===== src/rtl/mxr_pkg.sv =====
// Package: shared field positions, masks, group codes and the event record
// for the multi-line register front end. Assumes at most eight lines.
package mxr_pkg;
    localparam int LINE_BITS = 3;

    // Register groups selected by pointer bits 4:3.
    typedef enum logic [1:0] {
        GRP_TXBUF = 2'b00,
        GRP_LCTL  = 2'b01,
        GRP_TADDR = 2'b10,
        GRP_TCNT  = 2'b11
    } grp_e;

    // Bit positions in the control/status word.
    localparam int CSR_TI  = 15;
    localparam int CSR_TIE = 14;
    localparam int CSR_NXM = 13;
    localparam int CSR_RI  = 7;
    localparam int CSR_RIE = 6;
    localparam int CSR_CLR = 5;

    // Implemented bits of the per-line byte registers.
    localparam logic [7:0] LCTL_MASK = 8'h3F;
    localparam logic [7:0] TMS_MASK  = 8'hBF;
    localparam logic [7:0] RMS_MASK  = 8'hFC;

    typedef struct packed {
        logic [LINE_BITS-1:0] line;
        logic                 nxm;
    } tx_evt_t;
endpackage


===== src/rtl/mxr_evq.sv =====
// Module: in-order queue of transmit-done events.
// Assumes DEPTH is a power of two (pointers wrap naturally).
// A pop and a push in one cycle both take effect, even when the queue is full.
// flush empties the queue.
module mxr_evq
    import mxr_pkg::*;
#(
    parameter int DEPTH = 4
) (
    input  logic    clk,
    input  logic    rst_n,
    input  logic    flush,
    input  logic    push,
    input  tx_evt_t push_data,
    input  logic    pop,
    output logic    head_valid,
    output tx_evt_t head
);
    localparam int PW = (DEPTH > 1) ? $clog2(DEPTH) : 1;
    localparam int CW = $clog2(DEPTH + 1);

    tx_evt_t          mem [DEPTH];
    logic [PW-1:0]    rd_ptr, wr_ptr;
    logic [CW-1:0]    count;
    logic             empty, full, do_pop, do_push;

    assign empty   = (count == '0);
    assign full    = (count == CW'(DEPTH));
    assign do_pop  = pop && !empty;
    assign do_push = push && (!full || do_pop);

    // Pointer and occupancy bookkeeping.
    always_ff @(posedge clk) begin
        if (!rst_n || flush) begin
            rd_ptr <= '0;
            wr_ptr <= '0;
            count  <= '0;
        end else begin
            if (do_push) wr_ptr <= wr_ptr + 1'b1;
            if (do_pop)  rd_ptr <= rd_ptr + 1'b1;
            count <= count + CW'(do_push) - CW'(do_pop);
        end
    end

    // Event storage; contents need no reset because empty masks the head.
    always_ff @(posedge clk) begin
        if (do_push) mem[wr_ptr] <= push_data;
    end

    assign head_valid = !empty;
    assign head       = mem[rd_ptr];

    // an arrival into a full queue without a pop is dropped.
    assert_full_drop_R9: assert property (@(posedge clk) disable iff (!rst_n)
        (full && push && !pop && !flush) |=> (full && $stable(wr_ptr)));

    // simultaneous pop and push keep the occupancy unchanged.
    assert_push_pop_R8: assert property (@(posedge clk) disable iff (!rst_n)
        (push && pop && !empty && !flush) |=> (count == $past(count)));
endmodule


===== src/rtl/mxr_line_bank.sv =====
// Module: per-line indirect registers, character push strobes and the
// readback multiplexer for the line/group named by the pointer.
// Assumes NUM_LINES is a power of two no larger than eight.
module mxr_line_bank
    import mxr_pkg::*;
#(
    parameter int NUM_LINES = 8
) (
    input  logic                   clk,
    input  logic                   rst_n,
    input  logic                   clr,
    input  logic                   wr_en,
    input  logic [1:0]             wr_be,
    input  logic [15:0]            wr_data,
    input  logic [$clog2(NUM_LINES)-1:0] sel_line,
    input  grp_e                   sel_grp,
    input  logic [NUM_LINES*8-1:0] tsc_i,
    input  logic [NUM_LINES*8-1:0] rms_i,
    output logic [15:0]            rd_data,
    output logic [NUM_LINES-1:0]   txb_push_o,
    output logic [7:0]             txb_data_o,
    output logic [NUM_LINES*8-1:0] lctl_o,
    output logic [NUM_LINES*8-1:0] tms_o,
    output logic [NUM_LINES*16-1:0] taddr_o,
    output logic [NUM_LINES*16-1:0] tcnt_o
);
    localparam int LW = $clog2(NUM_LINES);

    for (genvar i = 0; i < NUM_LINES; i++) begin : g_line
        logic [7:0]  lctl_q, tms_q;
        logic [15:0] ta_q, tc_q;
        logic        hit;

        assign hit = wr_en && (sel_line == LW'(i));

        // Byte-lane update of the selected line's register in the chosen group.
        always_ff @(posedge clk) begin
            if (!rst_n || clr) begin
                lctl_q <= '0;
                tms_q  <= '0;
                ta_q   <= '0;
                tc_q   <= '0;
            end else if (hit) begin
                case (sel_grp)
                    GRP_LCTL: begin
                        if (wr_be[0]) lctl_q <= wr_data[7:0] & LCTL_MASK;
                        if (wr_be[1]) tms_q  <= wr_data[15:8] & TMS_MASK;
                    end
                    GRP_TADDR: begin
                        if (wr_be[0]) ta_q[7:0]  <= wr_data[7:0];
                        if (wr_be[1]) ta_q[15:8] <= wr_data[15:8];
                    end
                    GRP_TCNT: begin
                        if (wr_be[0]) tc_q[7:0]  <= wr_data[7:0];
                        if (wr_be[1]) tc_q[15:8] <= wr_data[15:8];
                    end
                    default: ;
                endcase
            end
        end

        assign txb_push_o[i]       = hit && wr_be[0] && (sel_grp == GRP_TXBUF);
        assign lctl_o[i*8 +: 8]    = lctl_q;
        assign tms_o[i*8 +: 8]     = tms_q;
        assign taddr_o[i*16 +: 16] = ta_q;
        assign tcnt_o[i*16 +: 16]  = tc_q;

        // a write without the high lane leaves every high byte of this line intact.
        assert_hi_byte_hold_R5: assert property (@(posedge clk) disable iff (!rst_n)
            (hit && !clr && !wr_be[1]) |=> ($stable(ta_q[15:8]) && $stable(tc_q[15:8]) && $stable(tms_q)));

        // the master reset cycle leaves this line's registers at zero.
        assert_line_clear_R12: assert property (@(posedge clk) disable iff (!rst_n)
            clr |=> (lctl_q == '0 && tms_q == '0 && ta_q == '0 && tc_q == '0));
    end

    assign txb_data_o = wr_data[7:0];

    // Readback of the register picked by the pointer.
    always_comb begin
        unique case (sel_grp)
            GRP_TXBUF: rd_data = {rms_i[sel_line*8 +: 8] & RMS_MASK, tsc_i[sel_line*8 +: 8]};
            GRP_LCTL:  rd_data = {tms_o[sel_line*8 +: 8], lctl_o[sel_line*8 +: 8]};
            GRP_TADDR: rd_data = taddr_o[sel_line*16 +: 16];
            default:   rd_data = tcnt_o[sel_line*16 +: 16];
        endcase
    end

    // at most one line receives a push strobe in any cycle.
    assert_push_onehot_R6: assert property (@(posedge clk) disable iff (!rst_n)
        $onehot0(txb_push_o));
endmodule


===== src/rtl/mxr_csr.sv =====
// Module: control/status word. Holds pointer, enables, receive flag and the
// self-clearing master reset; pops the event queue on a status read.
// Assumes the event head is presented combinationally by the queue.
module mxr_csr
    import mxr_pkg::*;
(
    input  logic        clk,
    input  logic        rst_n,
    input  logic        csr_wr,
    input  logic        csr_rd,
    input  logic [1:0]  be,
    input  logic [15:0] wdata,
    input  logic        rx_evt,
    input  logic        head_valid,
    input  tx_evt_t     head,
    output logic [15:0] rdata,
    output logic [4:0]  iad_o,
    output logic        mreset_o,
    output logic        pop_o,
    output logic        tie_o,
    output logic        rie_o,
    output logic        ri_o
);
    logic [4:0] iad_q;
    logic       tie_q, rie_q, ri_q, clr_q;
    logic       unused_wdata;

    assign unused_wdata = ^{wdata[15], wdata[13:7]};

    // Writable fields; master reset clears them and itself one cycle later.
    always_ff @(posedge clk) begin
        if (!rst_n || clr_q) begin
            iad_q <= '0;
            tie_q <= 1'b0;
            rie_q <= 1'b0;
            clr_q <= 1'b0;
        end else if (csr_wr) begin
            if (be[0]) begin
                iad_q <= wdata[4:0];
                rie_q <= wdata[CSR_RIE];
                clr_q <= wdata[CSR_CLR];
            end
            if (be[1]) tie_q <= wdata[CSR_TIE];
        end
    end

    // Receive flag: set by an event (which wins), cleared by a status read.
    always_ff @(posedge clk) begin
        if (!rst_n || clr_q)  ri_q <= 1'b0;
        else if (rx_evt)      ri_q <= 1'b1;
        else if (csr_rd)      ri_q <= 1'b0;
    end

    assign pop_o = csr_rd && head_valid && !clr_q;

    // Status word assembly.
    always_comb begin
        rdata          = '0;
        rdata[CSR_TI]  = head_valid;
        rdata[CSR_TIE] = tie_q;
        rdata[CSR_NXM] = head_valid && head.nxm;
        rdata[10:8]    = head_valid ? head.line : '0;
        rdata[CSR_RI]  = ri_q;
        rdata[CSR_RIE] = rie_q;
        rdata[CSR_CLR] = clr_q;
        rdata[4:0]     = iad_q;
    end

    assign iad_o    = iad_q;
    assign mreset_o = clr_q;
    assign tie_o    = tie_q;
    assign rie_o    = rie_q;
    assign ri_o     = ri_q;

    // the reset bit never stays set for two cycles.
    assert_clr_selfclear_R12: assert property (@(posedge clk) disable iff (!rst_n)
        clr_q |=> !clr_q);

    // a receive event outside a reset cycle is visible in the next cycle.
    assert_ri_set_R10: assert property (@(posedge clk) disable iff (!rst_n)
        (rx_evt && !clr_q) |=> ri_q);
endmodule


===== src/rtl/mux_regfront.sv =====
// Module: top of the multi-line register front end. Decodes the host word
// select, routes CSR and indirect accesses and forms the interrupt requests.
// Assumes single-cycle host strobes and pulse-style event inputs.
module mux_regfront
    import mxr_pkg::*;
#(
    parameter int NUM_LINES = 8,
    parameter int EVQ_DEPTH = 4
) (
    input  logic                    clk,
    input  logic                    rst_n,
    input  logic                    host_sel,
    input  logic                    host_wr,
    input  logic                    host_rd,
    input  logic [1:0]              host_be,
    input  logic [15:0]             host_wdata,
    output logic [15:0]             host_rdata,
    input  logic                    tx_evt_i,
    input  logic [$clog2(NUM_LINES)-1:0] tx_evt_line_i,
    input  logic                    tx_evt_nxm_i,
    input  logic                    rx_evt_i,
    output logic                    tx_irq_o,
    output logic                    rx_irq_o,
    output logic                    mreset_o,
    output logic [NUM_LINES-1:0]    txb_push_o,
    output logic [7:0]              txb_data_o,
    input  logic [NUM_LINES*8-1:0]  tsc_i,
    input  logic [NUM_LINES*8-1:0]  rms_i,
    output logic [NUM_LINES*8-1:0]  lctl_o,
    output logic [NUM_LINES*8-1:0]  tms_o,
    output logic [NUM_LINES*16-1:0] taddr_o,
    output logic [NUM_LINES*16-1:0] tcnt_o
);
    localparam int LW = $clog2(NUM_LINES);

    logic [4:0]  iad;
    logic        mreset, evq_pop, head_valid, tie, rie, ri;
    logic [15:0] csr_rdata, ind_rdata;
    tx_evt_t     head_evt, evt_in;
    logic        unused_iad;

    assign unused_iad = ^iad;
    assign evt_in     = '{line: LINE_BITS'(tx_evt_line_i), nxm: tx_evt_nxm_i};

    mxr_csr u_csr (
        .clk        (clk),
        .rst_n      (rst_n),
        .csr_wr     (host_wr && !host_sel),
        .csr_rd     (host_rd && !host_sel),
        .be         (host_be),
        .wdata      (host_wdata),
        .rx_evt     (rx_evt_i),
        .head_valid (head_valid),
        .head       (head_evt),
        .rdata      (csr_rdata),
        .iad_o      (iad),
        .mreset_o   (mreset),
        .pop_o      (evq_pop),
        .tie_o      (tie),
        .rie_o      (rie),
        .ri_o       (ri)
    );

    mxr_evq #(.DEPTH(EVQ_DEPTH)) u_evq (
        .clk        (clk),
        .rst_n      (rst_n),
        .flush      (mreset),
        .push       (tx_evt_i),
        .push_data  (evt_in),
        .pop        (evq_pop),
        .head_valid (head_valid),
        .head       (head_evt)
    );

    mxr_line_bank #(.NUM_LINES(NUM_LINES)) u_bank (
        .clk        (clk),
        .rst_n      (rst_n),
        .clr        (mreset),
        .wr_en      (host_wr && host_sel && !mreset),
        .wr_be      (host_be),
        .wr_data    (host_wdata),
        .sel_line   (iad[LW-1:0]),
        .sel_grp    (grp_e'(iad[4:3])),
        .tsc_i      (tsc_i),
        .rms_i      (rms_i),
        .rd_data    (ind_rdata),
        .txb_push_o (txb_push_o),
        .txb_data_o (txb_data_o),
        .lctl_o     (lctl_o),
        .tms_o      (tms_o),
        .taddr_o    (taddr_o),
        .tcnt_o     (tcnt_o)
    );

    assign host_rdata = host_sel ? ind_rdata : csr_rdata;
    assign tx_irq_o   = head_valid && tie;
    assign rx_irq_o   = ri && rie;
    assign mreset_o   = mreset;

    // a transmit request always coincides with a pending event shown in the status word.
    assert_txirq_pending_R11: assert property (@(posedge clk) disable iff (!rst_n)
        tx_irq_o |-> (csr_rdata[CSR_TI] && csr_rdata[CSR_TIE]));
endmodule


===== config.mk =====
export PLATFORM = sky130hd
export DESIGN_NAME = mux_regfront
export DESIGN_NICKNAME = d
export VERILOG_FILES = /design/src/rtl/mxr_pkg.sv /design/src/rtl/mxr_evq.sv /design/src/rtl/mxr_line_bank.sv /design/src/rtl/mxr_csr.sv /design/src/rtl/mux_regfront.sv
export SDC_FILE = /design/constraint.sdc
export NUM_CORES = 1
export LEC_CHECK = 0
export ABC_AREA = 1
export BUFFER_PORTS_ARGS = -buffer_cell sky130_fd_sc_hd__buf_2
export CORE_MARGIN = 1
export CORE_UTILIZATION = 30
export DETAILED_ROUTE_END_ITERATION = 10
export SYNTH_ARGS = -nofsm -noshare
export SYNTH_HDL_FRONTEND = slang
export SYNTH_SLANG_ARGS = --single-unit

===== constraint.sdc =====
create_clock -name clk -period 1.98 [get_ports clk]
set_input_delay 0.099 -clock clk [delete_from_list [all_inputs] [get_ports clk]]
set_output_delay 0.099 -clock clk [all_outputs]
set_load 0.02 [all_outputs]

==> out/metrics.yaml <==
htree_levels: 2
cts_sinks: 394
synth_cell_types: 36
fin_skew_ps: 28.8
fin_ws_ps: -587
yosys_warnings: 0
drtPass1Iterations: 6
syn2layout_area_growth_pct: 44.6
fin_cells: 4508
path_cells: "nor2_4 > buf_12 > buf_12 > a21oi_1 > nand2_1 > nand2_1 > nand2_1 > nand3_1 > nand2_1 > nand2_1 > nand2_2 > buf_6"
crit_path_max_incr_delay_ps: 400
io_pins: 576
rrSetupSlack_ps: -240
cp_top_family: "simple AND/OR/NAND/NOR gates"
ir_drop_v: 0.000676
antenna_left: 0
min_from: "host_be[1]"
final.min_clock_period_ps: 2570
pre_cts_ws_ps: -146
antenna_found_initial: 1
grt_util_met3_pct: 8.22
status: "finished, violations left"
portBuffers: 535
grt_util_met2_pct: 45.4
p_leak_nw: 12.3
initial_core_util_pct: 30.6
synth.most_common_cell: "nand2_1"
r2r_cells: 15
hold_viol_final: 0
placedCellCount: 4348
worst_path_most_repeated_cell: "nand2_1"
viasPerCell: 5.10
critPathLaunchType: "flop"
yosysTopAreaCellShare_pct: 39.0
grt_max_degree: 64
num_rows: 92
min_to: "u_csr.tie_o$_SDFFE_PP0P_"
wire_per_inst_um: 22.0
grt_pass1_wl_um: 142000
path_clk_slew_ps: 60
final_nets: 3793
cts_inserted_buffers: 44
use_met1_pct: 36.3
crit_start: "u_csr.iad_o[1]$_SDFFE_PP0P_"
yosys.area.top_type: "dfxtp_1"
die_area_um2: 65700
maxSlewViolCount: 0
end_kind: "primary output"
detail_route.iter0.violations: 2066
tritoncts: "yes"
via_count: 23000
antenna_cells: 0
synth_seq_area_share_pct: 41.4
die_width_um: 256
tightest_slew_ps: 855
clock.fmax_mhz: 390
drive_gt1_share_pct: 31.0
max_cap_violations: 0
syn_area_per_cell_um2: 6.55
place_congestion: 0.931
fp.coreArea_um2: 63500
clock_latency_ps: 590
path_buf_inv: 3
total_power_mw: 19.6
n_fill_cell: 6548
cp.arrival_ps: 2470
ys_top_cells_by_area: "dfxtp_1, nand2_1, a21oi_1, nand3_1, nor2_1"
first_global_vias: 21500
crit_type: "flop to primary output"
root_buffer: "clkbuf_16"
slew_headroom_pct: 43.0
wl_um: 99300
worstPathMaxFanout: 9
r2r_start: "u_csr.iad_o[1]$_SDFFE_PP0P_"
synth_common_cells: "nand2_1, dfxtp_1, a21oi_1"
rsz0062_at_grt: "yes"
cp_slowest_cell: "dfxtp_4"
violations: "setup timing"
cp.depth: 12
holdCritPathClass: "input pin to flop"
grt_usage_pct: 28.6
overflow: 0
r2r_end: "u_bank.g_line[1].tms_q[3]$_SDFFE_PP0P_"
synthCells: 2964
synth-seq-cells: 394
hpwl_um: 70500
min_path_cells: 3
drc: 0
fin_tns_setup_ps: -14680
cts.path.max_buffers: 3
synth_ff_type: "dfxtp_1"
mappedNetlistArea_um2: 19400
critPathRequiredTime_ps: 1880
final-setup-viol-count: 68
grt_busiest_layer: "met2"
synthArstFlopShare_pct: 0
synth_edf_count: 16
p_per_area_nw_per_um2: 699
dieHeight_um: 256
finalCritPeriodShare_pct: 130
worst register-to-register path: stages (launching register included):
cell        delay (ps)
dfxtp_4            400
buf_6              130
nor2_4             130
buf_6              150
buf_12             130
buf_16             130
buf_12             110
buf_8               90
nand2_4             50
buf_6              130
buf_6              130
nor2_4              80
buf_6              120
clkinvlp_4         150
nand2_1             90
a21oi_1             60
routing by layer:
metal  vias up  share of wire [%]
met4         0                4.3
met3       234                 10
met5         -                  0
met1     10700                 40
met2      1174                 45
li1      10800                  -
report_power, final:
part           internal (mW)  switching (mW)
Clock                   4.95            3.57
Sequential              8.07          0.0736
Combinational           1.13            1.84
Total                   14.2            5.49
flip-flops by register name, indices dropped and copies added, names as in the netlist, named ones only:
name                  count
u_evq.rd_ptr              2
u_csr.iad_o               5
u_evq.count               3
u_evq.mem                16
u_bank.g_line.tc_q      128
u_bank.g_line.tms_q      56
u_csr.rie_o               1
u_csr.ri_o                1
u_bank.g_line.lctl_q     48
u_evq.wr_ptr              2
u_csr.mreset_o            1
u_csr.tie_o               1
u_bank.g_line.ta_q      128
stage by stage:
step | utilization (%) | hold WS [ps] | cell area, um^2
2_1_floorplan | - | 198 | 19500
3_3_place_gp | 38.1 | 315 | 24200
3_5_place_dp | 38.1 | 317 | 24200
4_1_cts | 42.5 | 8.34 | 27000
5_1_grt | 44.2 | 27.4 | 28100
6_report | 44.2 | 22.1 | 28100
how the worst max path moves through the flow:
stage / end / slack [ps]
floorplan: u_evq.count[2]$_SDFF_PP0_ / 10
global placement: u_evq.count[2]$_SDFF_PP0_ / -140
detailed placement: u_evq.count[2]$_SDFF_PP0_ / -150
CTS: host_rdata[0] / -530
global route: host_rdata[4] / -660
finish: host_rdata[3] / -590
what timing repair did:
action / CTS / global route
setup buffers: 25 / 25
endpoints found under the hold margin: 34 / 0
gates resized for setup: 198 / 188
pin swaps: 36 / 74
hold buffers: 12 / 0
setup endpoints to repair: 63 / 210
gates cloned: 9 / 12
cell type report:
| class | count | area, um^2 | share of cell area [%] |
|---|---|---|---|
| multi-input cells | 2146 | 10500 | 37.3 |
| flip-flops and latches | 394 | 8070 | 28.7 |
| repair buffers | 809 | 6030 | 21.5 |
| clock buffers | 64 | 1340 | 4.76 |
| well taps | 846 | 1060 | 3.77 |
| inverters | 230 | 930 | 3.31 |
| clock inverters | 15 | 150 | 0.535 |
| repair inverters | 4 | 30.0 | 0.107 |
kinds of logic (layout without fill, tap and decap cells):
| kind of cell | count (synthesis) | after routing | synth area share [%] |
|---|---|---|---|
| AOI/OAI and AO/OA | 468 | 468 | 13.7 |
| xor gates and xnor gates | 1 | 1 | 0.0451 |
| adders and majority gates | 7 | 7 | 0.490 |
| buffers and inverters | 450 | 1122 | 9.76 |
| DFF | 394 | 394 | 41.4 |
| other | 1 | 24 | 0.0193 |
| and+or+nand+nor | 1643 | 1646 | 34.6 |
placed cells by master, fill, tap and decap left out, types with 21 or more instances in the layout:
cell / count
nand2_1: 975
buf_2: 511
dfxtp_1: 370
a21oi_1: 267
nor2_1: 262
nand3_1: 199
inv_1: 189
buf_4: 153
a211oi_1: 102
buf_6: 63
buf_12: 55
nand2_2: 50
clkbuf_16: 50
o21ai_0: 42
nor2_4: 35
nand4_1: 30
a21oi_2: 30
nand3_2: 28
nor2_2: 27
conb_1: 24
nand2_4: 21
No activity file was read; power rests on OpenSTA's default activity.
